`src/rtl/gdc_hp_pkg.sv`:
```
package gdc_hp_pkg;
  localparam int BYTE_W = 8;

  typedef enum logic [1:0] {
    TAG_EMPTY = 2'b00,
    TAG_PARAM = 2'b01,
    TAG_CMD   = 2'b10
  } ent_tag_e;

  // status bit positions
  localparam int ST_ERR  = 7;
  localparam int ST_CEND = 5;
  localparam int ST_WRDY = 1;
  localparam int ST_WEMP = 0;

  localparam logic [BYTE_W-1:0] ST_IDLE = 8'h23;
endpackage

```
`src/rtl/gdc_hp_regs.sv`:
```
module gdc_hp_regs #(
  parameter int AW = 8,
  parameter int DW = 8
) (
  input  logic            clk,
  input  logic            rst_n,
  input  logic            addr_we,
  input  logic            data_we,
  input  logic [1:0]      be,
  input  logic [2*DW-1:0] wdata,
  input  logic [AW-1:0]   rd_idx,
  output logic [DW-1:0]   rd_q,
  output logic [AW-1:0]   ar_q
);
  localparam int NREG = 1 << AW;
  localparam logic [AW-1:0] STEP = AW'(2);

  logic [DW-1:0] regf [NREG];
  logic [AW-1:0] ar;
  logic [AW-1:0] ar_lo;

  assign ar_lo = ar + AW'(1);

  always_ff @(posedge clk) begin
    if (!rst_n) begin
      ar <= '0;
    end else if (addr_we) begin
      if (be[0]) ar <= wdata[AW-1:0];
    end else if (data_we && ar[AW-1]) begin
      ar <= ar + STEP;
    end
  end

  always_ff @(posedge clk) begin
    if (data_we && !addr_we) begin
      if (be[1]) regf[ar]    <= wdata[2*DW-1:DW];
      if (be[0]) regf[ar_lo] <= wdata[DW-1:0];
    end
  end

  assign rd_q = regf[rd_idx];
  assign ar_q = ar;
endmodule

```
`src/rtl/gdc_hp_fifo.sv`:
```
module gdc_hp_fifo
  import gdc_hp_pkg::*;
#(
  parameter int DEPTH = 16,
  parameter int DW    = 8
) (
  input  logic                       clk,
  input  logic                       rst_n,
  input  logic                       flush,
  input  logic                       push_hi,
  input  logic [DW-1:0]              hi_data,
  input  ent_tag_e                   hi_tag,
  input  logic                       push_lo,
  input  logic [DW-1:0]              lo_data,
  input  ent_tag_e                   lo_tag,
  input  logic                       pop,
  output logic [DW-1:0]              head_data,
  output ent_tag_e                   head_tag,
  output logic [$clog2(DEPTH+1)-1:0] count,
  output logic                       full,
  output logic                       empty,
  output logic                       drop
);
  localparam int PW = $clog2(DEPTH);
  localparam int CW = $clog2(DEPTH+1);

  logic [DW-1:0] ent_d [DEPTH];
  ent_tag_e      ent_t [DEPTH];
  logic [PW-1:0] wr_ptr, rd_ptr, lo_ptr;
  logic [CW-1:0] cnt, free;
  logic          hi_acc, lo_acc, pop_ok;
  logic [1:0]    n_push;

  assign free   = CW'(DEPTH) - cnt;
  assign hi_acc = push_hi && (free != '0);
  assign lo_acc = push_lo && (push_hi ? (free >= CW'(2)) : (free != '0));
  assign drop   = (push_hi && !hi_acc) || (push_lo && !lo_acc);
  assign lo_ptr = hi_acc ? wr_ptr + PW'(1) : wr_ptr;
  assign n_push = {1'b0, hi_acc} + {1'b0, lo_acc};
  assign empty  = (cnt == '0);
  assign full   = (cnt == CW'(DEPTH));
  assign pop_ok = pop && !empty;

  always_ff @(posedge clk) begin
    if (!rst_n || flush) begin
      wr_ptr <= '0;
      rd_ptr <= '0;
      cnt    <= '0;
    end else begin
      wr_ptr <= wr_ptr + PW'(n_push);
      rd_ptr <= rd_ptr + PW'(pop_ok);
      cnt    <= cnt + CW'(n_push) - CW'(pop_ok);
    end
  end

  always_ff @(posedge clk) begin
    if (!rst_n) begin
      for (int k = 0; k < DEPTH; k++) begin
        ent_d[k] <= '0;
        ent_t[k] <= TAG_EMPTY;
      end
    end else begin
      for (int k = 0; k < DEPTH; k++) begin
        if (flush) begin
          ent_t[k] <= TAG_EMPTY;
        end else if (hi_acc && wr_ptr == PW'(k)) begin
          ent_d[k] <= hi_data;
          ent_t[k] <= hi_tag;
        end else if (lo_acc && lo_ptr == PW'(k)) begin
          ent_d[k] <= lo_data;
          ent_t[k] <= lo_tag;
        end else if (pop_ok && rd_ptr == PW'(k)) begin
          ent_t[k] <= TAG_EMPTY;
        end
      end
    end
  end

  assign head_data = ent_d[rd_ptr];
  assign head_tag  = ent_t[rd_ptr];
  assign count     = cnt;
endmodule

```
`src/rtl/gdc_hp_prm.sv`:
```
module gdc_hp_prm #(
  parameter int DEPTH = 16,
  parameter int DW    = 8
) (
  input  logic                       clk,
  input  logic                       rst_n,
  input  logic                       clr,
  input  logic                       take_cmd,
  input  logic                       take_prm,
  input  logic [DW-1:0]              byte_in,
  input  logic [$clog2(DEPTH)-1:0]   sel,
  output logic [$clog2(DEPTH+1)-1:0] cnt,
  output logic [DW-1:0]              sel_q,
  output logic [DW-1:0]              cmd_q
);
  localparam int CW = $clog2(DEPTH+1);
  localparam int SW = $clog2(DEPTH);

  logic [DW-1:0] pbuf [DEPTH];
  logic [CW-1:0] n;
  logic          room;

  assign room = (n < CW'(DEPTH));

  always_ff @(posedge clk) begin
    if (!rst_n) begin
      n     <= '0;
      cmd_q <= '0;
    end else if (clr) begin
      n <= '0;
    end else if (take_cmd) begin
      n     <= '0;
      cmd_q <= byte_in;
    end else if (take_prm && room) begin
      n <= n + CW'(1);
    end
  end

  always_ff @(posedge clk) begin
    if (rst_n && !clr && !take_cmd && take_prm && room)
      pbuf[n[SW-1:0]] <= byte_in;
  end

  assign cnt   = n;
  assign sel_q = pbuf[sel];
endmodule

```
`src/rtl/gdc_host_port.sv`:
```
module gdc_host_port
  import gdc_hp_pkg::*;
#(
  parameter int AW        = 8,
  parameter int DEPTH     = 16,
  parameter int PRM_DEPTH = 16
) (
  input  logic                           clk,
  input  logic                           rst_n,
  input  logic                           host_addr_we,
  input  logic                           host_data_we,
  input  logic                           host_stat_re,
  input  logic [1:0]                     host_be,
  input  logic [15:0]                    host_wdata,
  output logic [15:0]                    host_rdata,
  output logic [AW-1:0]                  ar_q,
  input  logic [AW-1:0]                  regf_idx,
  output logic [7:0]                     regf_q,
  output logic                           cmd_valid,
  input  logic                           cmd_ready,
  output logic [7:0]                     cmd_data,
  output logic [1:0]                     cmd_kind,
  output logic [7:0]                     cur_cmd,
  output logic [$clog2(PRM_DEPTH+1)-1:0] prm_count,
  input  logic [$clog2(PRM_DEPTH)-1:0]   prm_sel,
  output logic [7:0]                     prm_q
);
  localparam int CW = $clog2(DEPTH+1);
  localparam logic [AW-1:0] A_FIFO = AW'(0);
  localparam logic [AW-1:0] A_CCTL = AW'(2);

  logic          fifo_wr, abort_hit, pop_fire;
  logic          st_err, st_ced;
  logic [7:0]    st_byte;
  ent_tag_e      hi_tag, head_tag;
  logic [CW-1:0] fifo_cnt;
  logic          f_full, f_empty, f_drop;

  gdc_hp_regs #(.AW(AW), .DW(BYTE_W)) u_regs (
    .clk     (clk),
    .rst_n   (rst_n),
    .addr_we (host_addr_we),
    .data_we (host_data_we),
    .be      (host_be),
    .wdata   (host_wdata),
    .rd_idx  (regf_idx),
    .rd_q    (regf_q),
    .ar_q    (ar_q)
  );

  assign fifo_wr   = host_data_we && !host_addr_we && (ar_q == A_FIFO);
  assign abort_hit = host_data_we && !host_addr_we && (ar_q == A_CCTL)
                     && host_be[1] && host_wdata[15];
  assign hi_tag    = st_ced ? TAG_CMD : TAG_PARAM;
  assign pop_fire  = cmd_valid && cmd_ready && !abort_hit;

  gdc_hp_fifo #(.DEPTH(DEPTH), .DW(BYTE_W)) u_fifo (
    .clk       (clk),
    .rst_n     (rst_n),
    .flush     (abort_hit),
    .push_hi   (fifo_wr),
    .hi_data   (host_wdata[15:8]),
    .hi_tag    (hi_tag),
    .push_lo   (fifo_wr),
    .lo_data   (host_wdata[7:0]),
    .lo_tag    (TAG_PARAM),
    .pop       (pop_fire),
    .head_data (cmd_data),
    .head_tag  (head_tag),
    .count     (fifo_cnt),
    .full      (f_full),
    .empty     (f_empty),
    .drop      (f_drop)
  );

  assign cmd_valid = !f_empty;
  assign cmd_kind  = head_tag;

  gdc_hp_prm #(.DEPTH(PRM_DEPTH), .DW(BYTE_W)) u_prm (
    .clk      (clk),
    .rst_n    (rst_n),
    .clr      (abort_hit),
    .take_cmd (pop_fire && head_tag == TAG_CMD),
    .take_prm (pop_fire && head_tag == TAG_PARAM),
    .byte_in  (cmd_data),
    .sel      (prm_sel),
    .cnt      (prm_count),
    .sel_q    (prm_q),
    .cmd_q    (cur_cmd)
  );

  always_ff @(posedge clk) begin
    if (!rst_n) begin
      st_err <= 1'b0;
      st_ced <= 1'b1;
    end else if (abort_hit) begin
      st_err <= 1'b0;
      st_ced <= 1'b1;
    end else begin
      if (f_drop) st_err <= 1'b1;
      if (pop_fire && head_tag == TAG_CMD) st_ced <= 1'b0;
    end
  end

  always_comb begin
    st_byte          = '0;
    st_byte[ST_ERR]  = st_err;
    st_byte[ST_CEND] = st_ced;
    st_byte[ST_WRDY] = !f_full;
    st_byte[ST_WEMP] = f_empty;
  end

  always_ff @(posedge clk) begin
    if (!rst_n)            host_rdata <= '0;
    else if (host_stat_re) host_rdata <= {8'h00, st_byte};
    else                   host_rdata <= '0;
  end
endmodule

```
`config.mk`:
```
export PLATFORM = sky130hd
export DESIGN_NAME = gdc_host_port
export DESIGN_NICKNAME = d
export VERILOG_FILES = /design/src/rtl/gdc_hp_pkg.sv /design/src/rtl/gdc_hp_regs.sv /design/src/rtl/gdc_hp_fifo.sv /design/src/rtl/gdc_hp_prm.sv /design/src/rtl/gdc_host_port.sv
export SDC_FILE = /design/constraint.sdc
export NUM_CORES = 2
export LEC_CHECK = 0
export BUFFER_PORTS_ARGS = -buffer_cell sky130_fd_sc_hd__buf_2
export CAP_MARGIN = 20
export CORE_MARGIN = 8
export CORE_UTILIZATION = 45
export CTS_BUF_LIST = sky130_fd_sc_hd__clkbuf_2 sky130_fd_sc_hd__clkbuf_4 sky130_fd_sc_hd__clkbuf_8
export DETAILED_ROUTE_END_ITERATION = 10
export PLACE_DENSITY = 0.67
export SYNTH_ARGS = -nofsm -noshare
export SYNTH_HDL_FRONTEND = slang
export SYNTH_SLANG_ARGS = --single-unit
export TNS_END_PERCENT = 1
```
`constraint.sdc`:
```
create_clock -name clk -period 10.9 [get_ports clk]
set_input_delay 2.18 -clock clk [delete_from_list [all_inputs] [get_ports clk]]
set_output_delay 2.18 -clock clk [all_outputs]
set_load 0.02 [all_outputs]
```
Yosys cells after proc, flatten, opt, wreduce, memory -nomap -nowiden
Memory sizes are Yosys's and may differ from the RTL's. A register that Yosys moved wholly into a read port is not among the register bits. Index checks and enable logic that the tools add are counted.

Input bits: 36. Memories: 4. RAM bits: 2336. Flip-flop bits (word level): 52.

Memory list: u_regs.regf (depth 256, bits a word 8, rd ports 1, clocked after Yosys merged registers in 0, write ports 2, line gdc_hp_regs.sv:18) `logic [DW-1:0] regf [NREG];`; u_fifo.ent_d (depth 16, bits a word 8, rd ports 1, clocked after Yosys merged registers in 1, write ports 16, line gdc_hp_fifo.sv:27) `logic [DW-1:0] ent_d [DEPTH];`; u_prm.pbuf (depth 16, bits a word 8, rd ports 1, clocked after Yosys merged registers in 0, write ports 1, line gdc_hp_prm.sv:19) `logic [DW-1:0] pbuf [DEPTH];`; u_fifo.ent_t (depth 16, bits a word 2, rd ports 1, clocked after Yosys merged registers in 1, write ports 16, line gdc_hp_fifo.sv:28) `ent_tag_e ent_t [DEPTH];`.

Reduce and logical (&&, ||, !) cells: 90. Bitwise gates (word level): 98. Eq/ne operators: 50. Multiplexer cells: 356. $lt $le $gt $ge: 2. Add/subtract/negate cells: 10.

Operators with widths (number): $mux 8 (35); $mux 1 (253); $mux 2 (65); $eq 4x4->1 const B (24); $or 1x1->1 (96); $logic_and 1x1->1 (68); $eq 4x3->1 const B (12); $eq 4x2->1 const B (6); $eq 4x1->1 const B (3); $logic_not 4->1 (3); $mux 4 (3); $add 8x1->8 const B (1); $add 8x2->8 const B (1); $eq 8x2->1 const B (1); $logic_not 1->1 (8); $logic_not 8->1 (1); $reduce_and 2->1 (3); $add 5x1->5 const B (1); $add 5x2->5 (1); $eq 5x5->1 const B (1); $ge 5x2->1 const B (1); $logic_not 5->1 (1); $lt 5x5->1 const B (1); $reduce_bool 5->1 (1); other kinds (14) (16).

Logic depth before layout (Yosys ltp)
Word-level depth: 16. Mapped depth: 17. Mapped depth without buffers: 17.

By module
A second synthesis with hierarchy kept.

Cell total of the unflattened synthesis: 7894. Area total of the unflattened synthesis: 122966.7 um^2.

By module, submodules not included: gdc_hp_regs (seq. area each 61659.1 um^2, instances 1, cells each 6780, area each 107234.1 um^2); gdc_hp_fifo (seq. area each 5064.9 um^2, instances 1, cells each 790, area each 9816.9 um^2); gdc_hp_prm (seq. area each 4103.9 um^2, instances 1, cells each 280, area each 5547.8 um^2); gdc_host_port (seq. area each 120.1 um^2, instances 1, cells each 44, area each 367.9 um^2).

Least setup slack after synthesis
No wires, ideal clock.

Kind: in2out. Start point: input regf_idx[0]. End point: output regf_q[6]. Setup slack: 4052 ps. Stages: 11. Required time: 8720 ps. Data arrival time: 4668 ps. Cells stage by stage: clkbuf_1 > buf_2 > buf_2 > buf_2 > buf_2 > nor2b_1 > a22oi_1 > o211ai_1 > a2bb2oi_1 > a32oi_1 > nor4_1.

Longest elaborated chain between the ends: 1.

RTL lines: from (decl) (line gdc_host_port.sv:17) `input logic [AW-1:0] regf_idx,`; $mem_v2 256x8; to (decl) (line gdc_host_port.sv:18) `output logic [7:0] regf_q,`.

Every way passes these cells.

Final worst setup path
Ends and elaborated chain as after synthesis.

==> flow_metrics.tcl <==
set metrics [dict create \
    status "finished clean" \
    fmax_ghz 0.117 \
    finish.instance_area_um2 134000 \
    grt_pass1_wl_um 545000 \
    synth_ff_type "edfxtp_1" \
    worstMarginPinSlew_ns 1.35 \
    clock-root-buffer "clkbuf_8" \
    dr.first_iter.drc_count 10000 \
    numPortBuffers 87 \
    p_leak_nw 42.7 \
    clockBufferDepth 4 \
    synth-seq-area-share_pct 58.2 \
    p_per_area_nw_per_um2 152 \
    cts_buffers 401 \
    holdCritPathClass "reg2reg" \
    clkLatencyLatePin_ns 1.07 \
    fin_tns_setup_ns 0 \
    met3_usage_pct 5.83 \
    skew_ns 0.0862 \
    rows 191 \
    grt_start_max_net_pins 189 \
    swShare_pct 25.4 \
    period_needed_ns 8.56 \
    async_reset_ff_share_pct 0 \
    tritoncts "built" \
    ant_nets 0 \
    grt_pass1_vias 75000 \
    drc_errors 0 \
    intPower_mw 15.2 \
    synth_edf_count 2336 \
    slew_headroom_pct 10.1 \
    dieWidth_um 537 \
    antenna_found_initial 17 \
    nets 7722 \
    synth_area_um2 122000 \
    htree_levels 5 \
    hold-worst-slack_ns 0.458 \
    ff_latch_area_um2 71000 \
    clockPowerShare_pct 39.3 \
    ys_types 81 \
    grt_use_met1_pct 33.8 \
    maxSlewViolCount 0 \
    power_switching_mw 5.17 \
    end_kind "primary output" \
    syn_avg_cell_area_um2 15.8 \
    post_cts_buffers 0 \
    cts_hold_buffers 0 \
    num_vias 75600 \
    dp.cells 10800 \
    start_util_pct 45.1 \
    met2_usage_pct 40.5 \
    crit_fanout 72 \
    power_mw 20.3 \
    finalHoldViolations 0 \
    drive_gt1_share_pct 47.6 \
    cts.sinks 2376 \
    multi_input_comb_area_um2 47800 \
    grt_usage_pct 25.7 \
    grt_busiest_layer "met2" \
    required_ns 8.72 \
    post_drt_wl_per_cell_um 33.1 \
    timing.final.crit_share_pct 78.6 \
    syn2layout_area_growth_pct 9.90 \
    worstPathArrival_ns 6.38 \
    maxCapViolCount 0 \
    drtPass1Iterations 6 \
    peakVddDrop_mv 0.102 \
    globalplace.congestion 0.965 \
    seqPwrFrac_pct 50.1 \
    overflow 0 \
    ys_seq_elements 2376 \
    die_h_um 537 \
    combPwrFrac_pct 10.6 \
    cts.clk_slew.worst_paths_ns 0.06 \
    syn_inst 7737 \
    io_pins 100 \
    ys_warn_count 0 \
    setup_viol 0 \
    fillCellCount 22500 \
    final_cells 11600 \
    post_cts_resized 0 \
    crit_type "in2out" \
    place_area_um2 126000 \
    avgViaCountPerCell 6.54 \
    hpwlAfterDp_um 229000 \
    rrSetupSlack_ns 5.86 \
    drt-total-wl_um 382000 \
    crit_path_start_kind "input port" \
    rsz0062_at_grt "no" \
    core_area_um2 270000 \
    die_area_um2 288000 \
]
-- cell usage in the layout, fill, tap and decap left out, drive strengths merged, types with 128 or more instances in the layout --
cell type / count
edfxtp: 2336
mux2: 2059
clkbuf: 563
mux4: 546
buf: 355
nand2: 253
nor2: 251
o21ai: 187
a22oi: 171
mux2i: 166
o22ai: 163
clkinv: 128
-- critical path, stage by stage --
cell,delay [ns]
buf_8,0.46
buf_12,0.47
mux4_2,0.59
a22oi_1,0.55
a21oi_1,0.18
nor4_1,0.87
nor4_1,0.17
buf_2,0.23
buf_4,0.14
buf_2,0.15
-- cells in the mapped netlist, drive strengths merged (11+ instances only) --
cell,instances,area share [%]
and2,23,0.12
a21oi,122,0.50
nand4,19,0.097
o221ai,29,0.21
dfxtp,40,0.66
nor2b,21,0.11
nor4,33,0.20
nor2,251,1.0
a22o,89,0.64
a22oi,171,1.1
edfxtp,2336,58
nand2b,18,0.092
o21ai,187,0.77
a211oi,25,0.15
mux4,546,10
a21o,12,0.074
o22ai,163,0.84
or3,15,0.077
mux2,2059,19
and3,13,0.067
nand3,51,0.21
clkbuf,732,2.3
inv,22,0.068
ha,25,0.26
nand2,253,0.78
mux2i,166,1.4
nor3,47,0.27
a221oi,11,0.079
buf,125,0.52
a31oi,14,0.072
-- sequential cells by signal, summed over array words and instances, names as in the netlist --
signal,count
u_fifo.ent_t,32
st_err,1
st_ced,1
u_fifo.ent_d,128
u_prm.pbuf,128
u_prm.cmd_q,8
u_fifo.wr_ptr,4
u_prm.cnt,5
u_fifo.rd_ptr,4
u_regs.ar_q,8
u_fifo.count,5
u_regs.regf,2048
host_rdata,4
-- final timing paths --
check | endpoint | start | cells past startpoint
hold reg to reg | u_prm.cmd_q[5] | u_prm.cmd_q[5] | 2
setup / recovery | regf_q[6] | regf_idx[0] | 10
hold / removal | u_prm.cmd_q[5] | u_prm.cmd_q[5] | 2
setup reg to reg | u_regs.regf[72][3] | u_regs.ar_q[3] | 5
-- final cells by class --
| type | instances | share of cell area [%] |
|---|---|---|
| well taps | 3570 | 3.33 |
| clock buffers | 553 | 5.00 |
| repair buffers | 365 | 2.18 |
| diodes | 16 | 0.0299 |
| clock inverters | 159 | 0.797 |
| inverters | 23 | 0.0644 |
| multi-input cells | 4492 | 35.7 |
| flip-flops and latches | 2376 | 52.9 |
-- per-stage QoR --
stage	setup WS [ns]	utilization, %
final	2.34	49.6
after detailed placement	2.41	46.6
after global routing	2.13	49.6
after global placement	1.97	46.6
after floorplan	4.05	-
after CTS	2.39	49.5
-- logic make-up (layout without fill, tap and decap cells) --
family                     Yosys count  count (layout)  synth area share (%)
AOI/OAI and AO/OA                  880             880                  4.79
xor gates and xnor gates            15              15                 0.114
adders and majority gates           27              27                 0.289
buffers and inverters              880            1100                  2.84
DFF                               2376            2376                  58.2
muxes                             2771            2771                  30.5
other                                1              28               0.00308
and+or+nand+nor                    787             787                  3.32
-- power by group through the flow --
stage / clock network (mW) / logic (mW) / registers, mW
after floorplan: 0 / 1.40 / 10.4
after global placement: 0 / 2.08 / 10.4
after detailed placement: 0 / 2.13 / 10.4
after CTS: 8.08 / 2.14 / 10.2
after global routing: 8.44 / 2.27 / 10.2
final: 7.99 / 2.16 / 10.2
-- routing by layer --
layer / part of all wire (%) / vias to the layer above
met1: 38 / 39300
met3: 10 / 911
met4: 5.2 / 4
li1: - / 30900
met2: 46 / 4453
met5: 0.0071 / -
(Power assumes the default switching activity.)
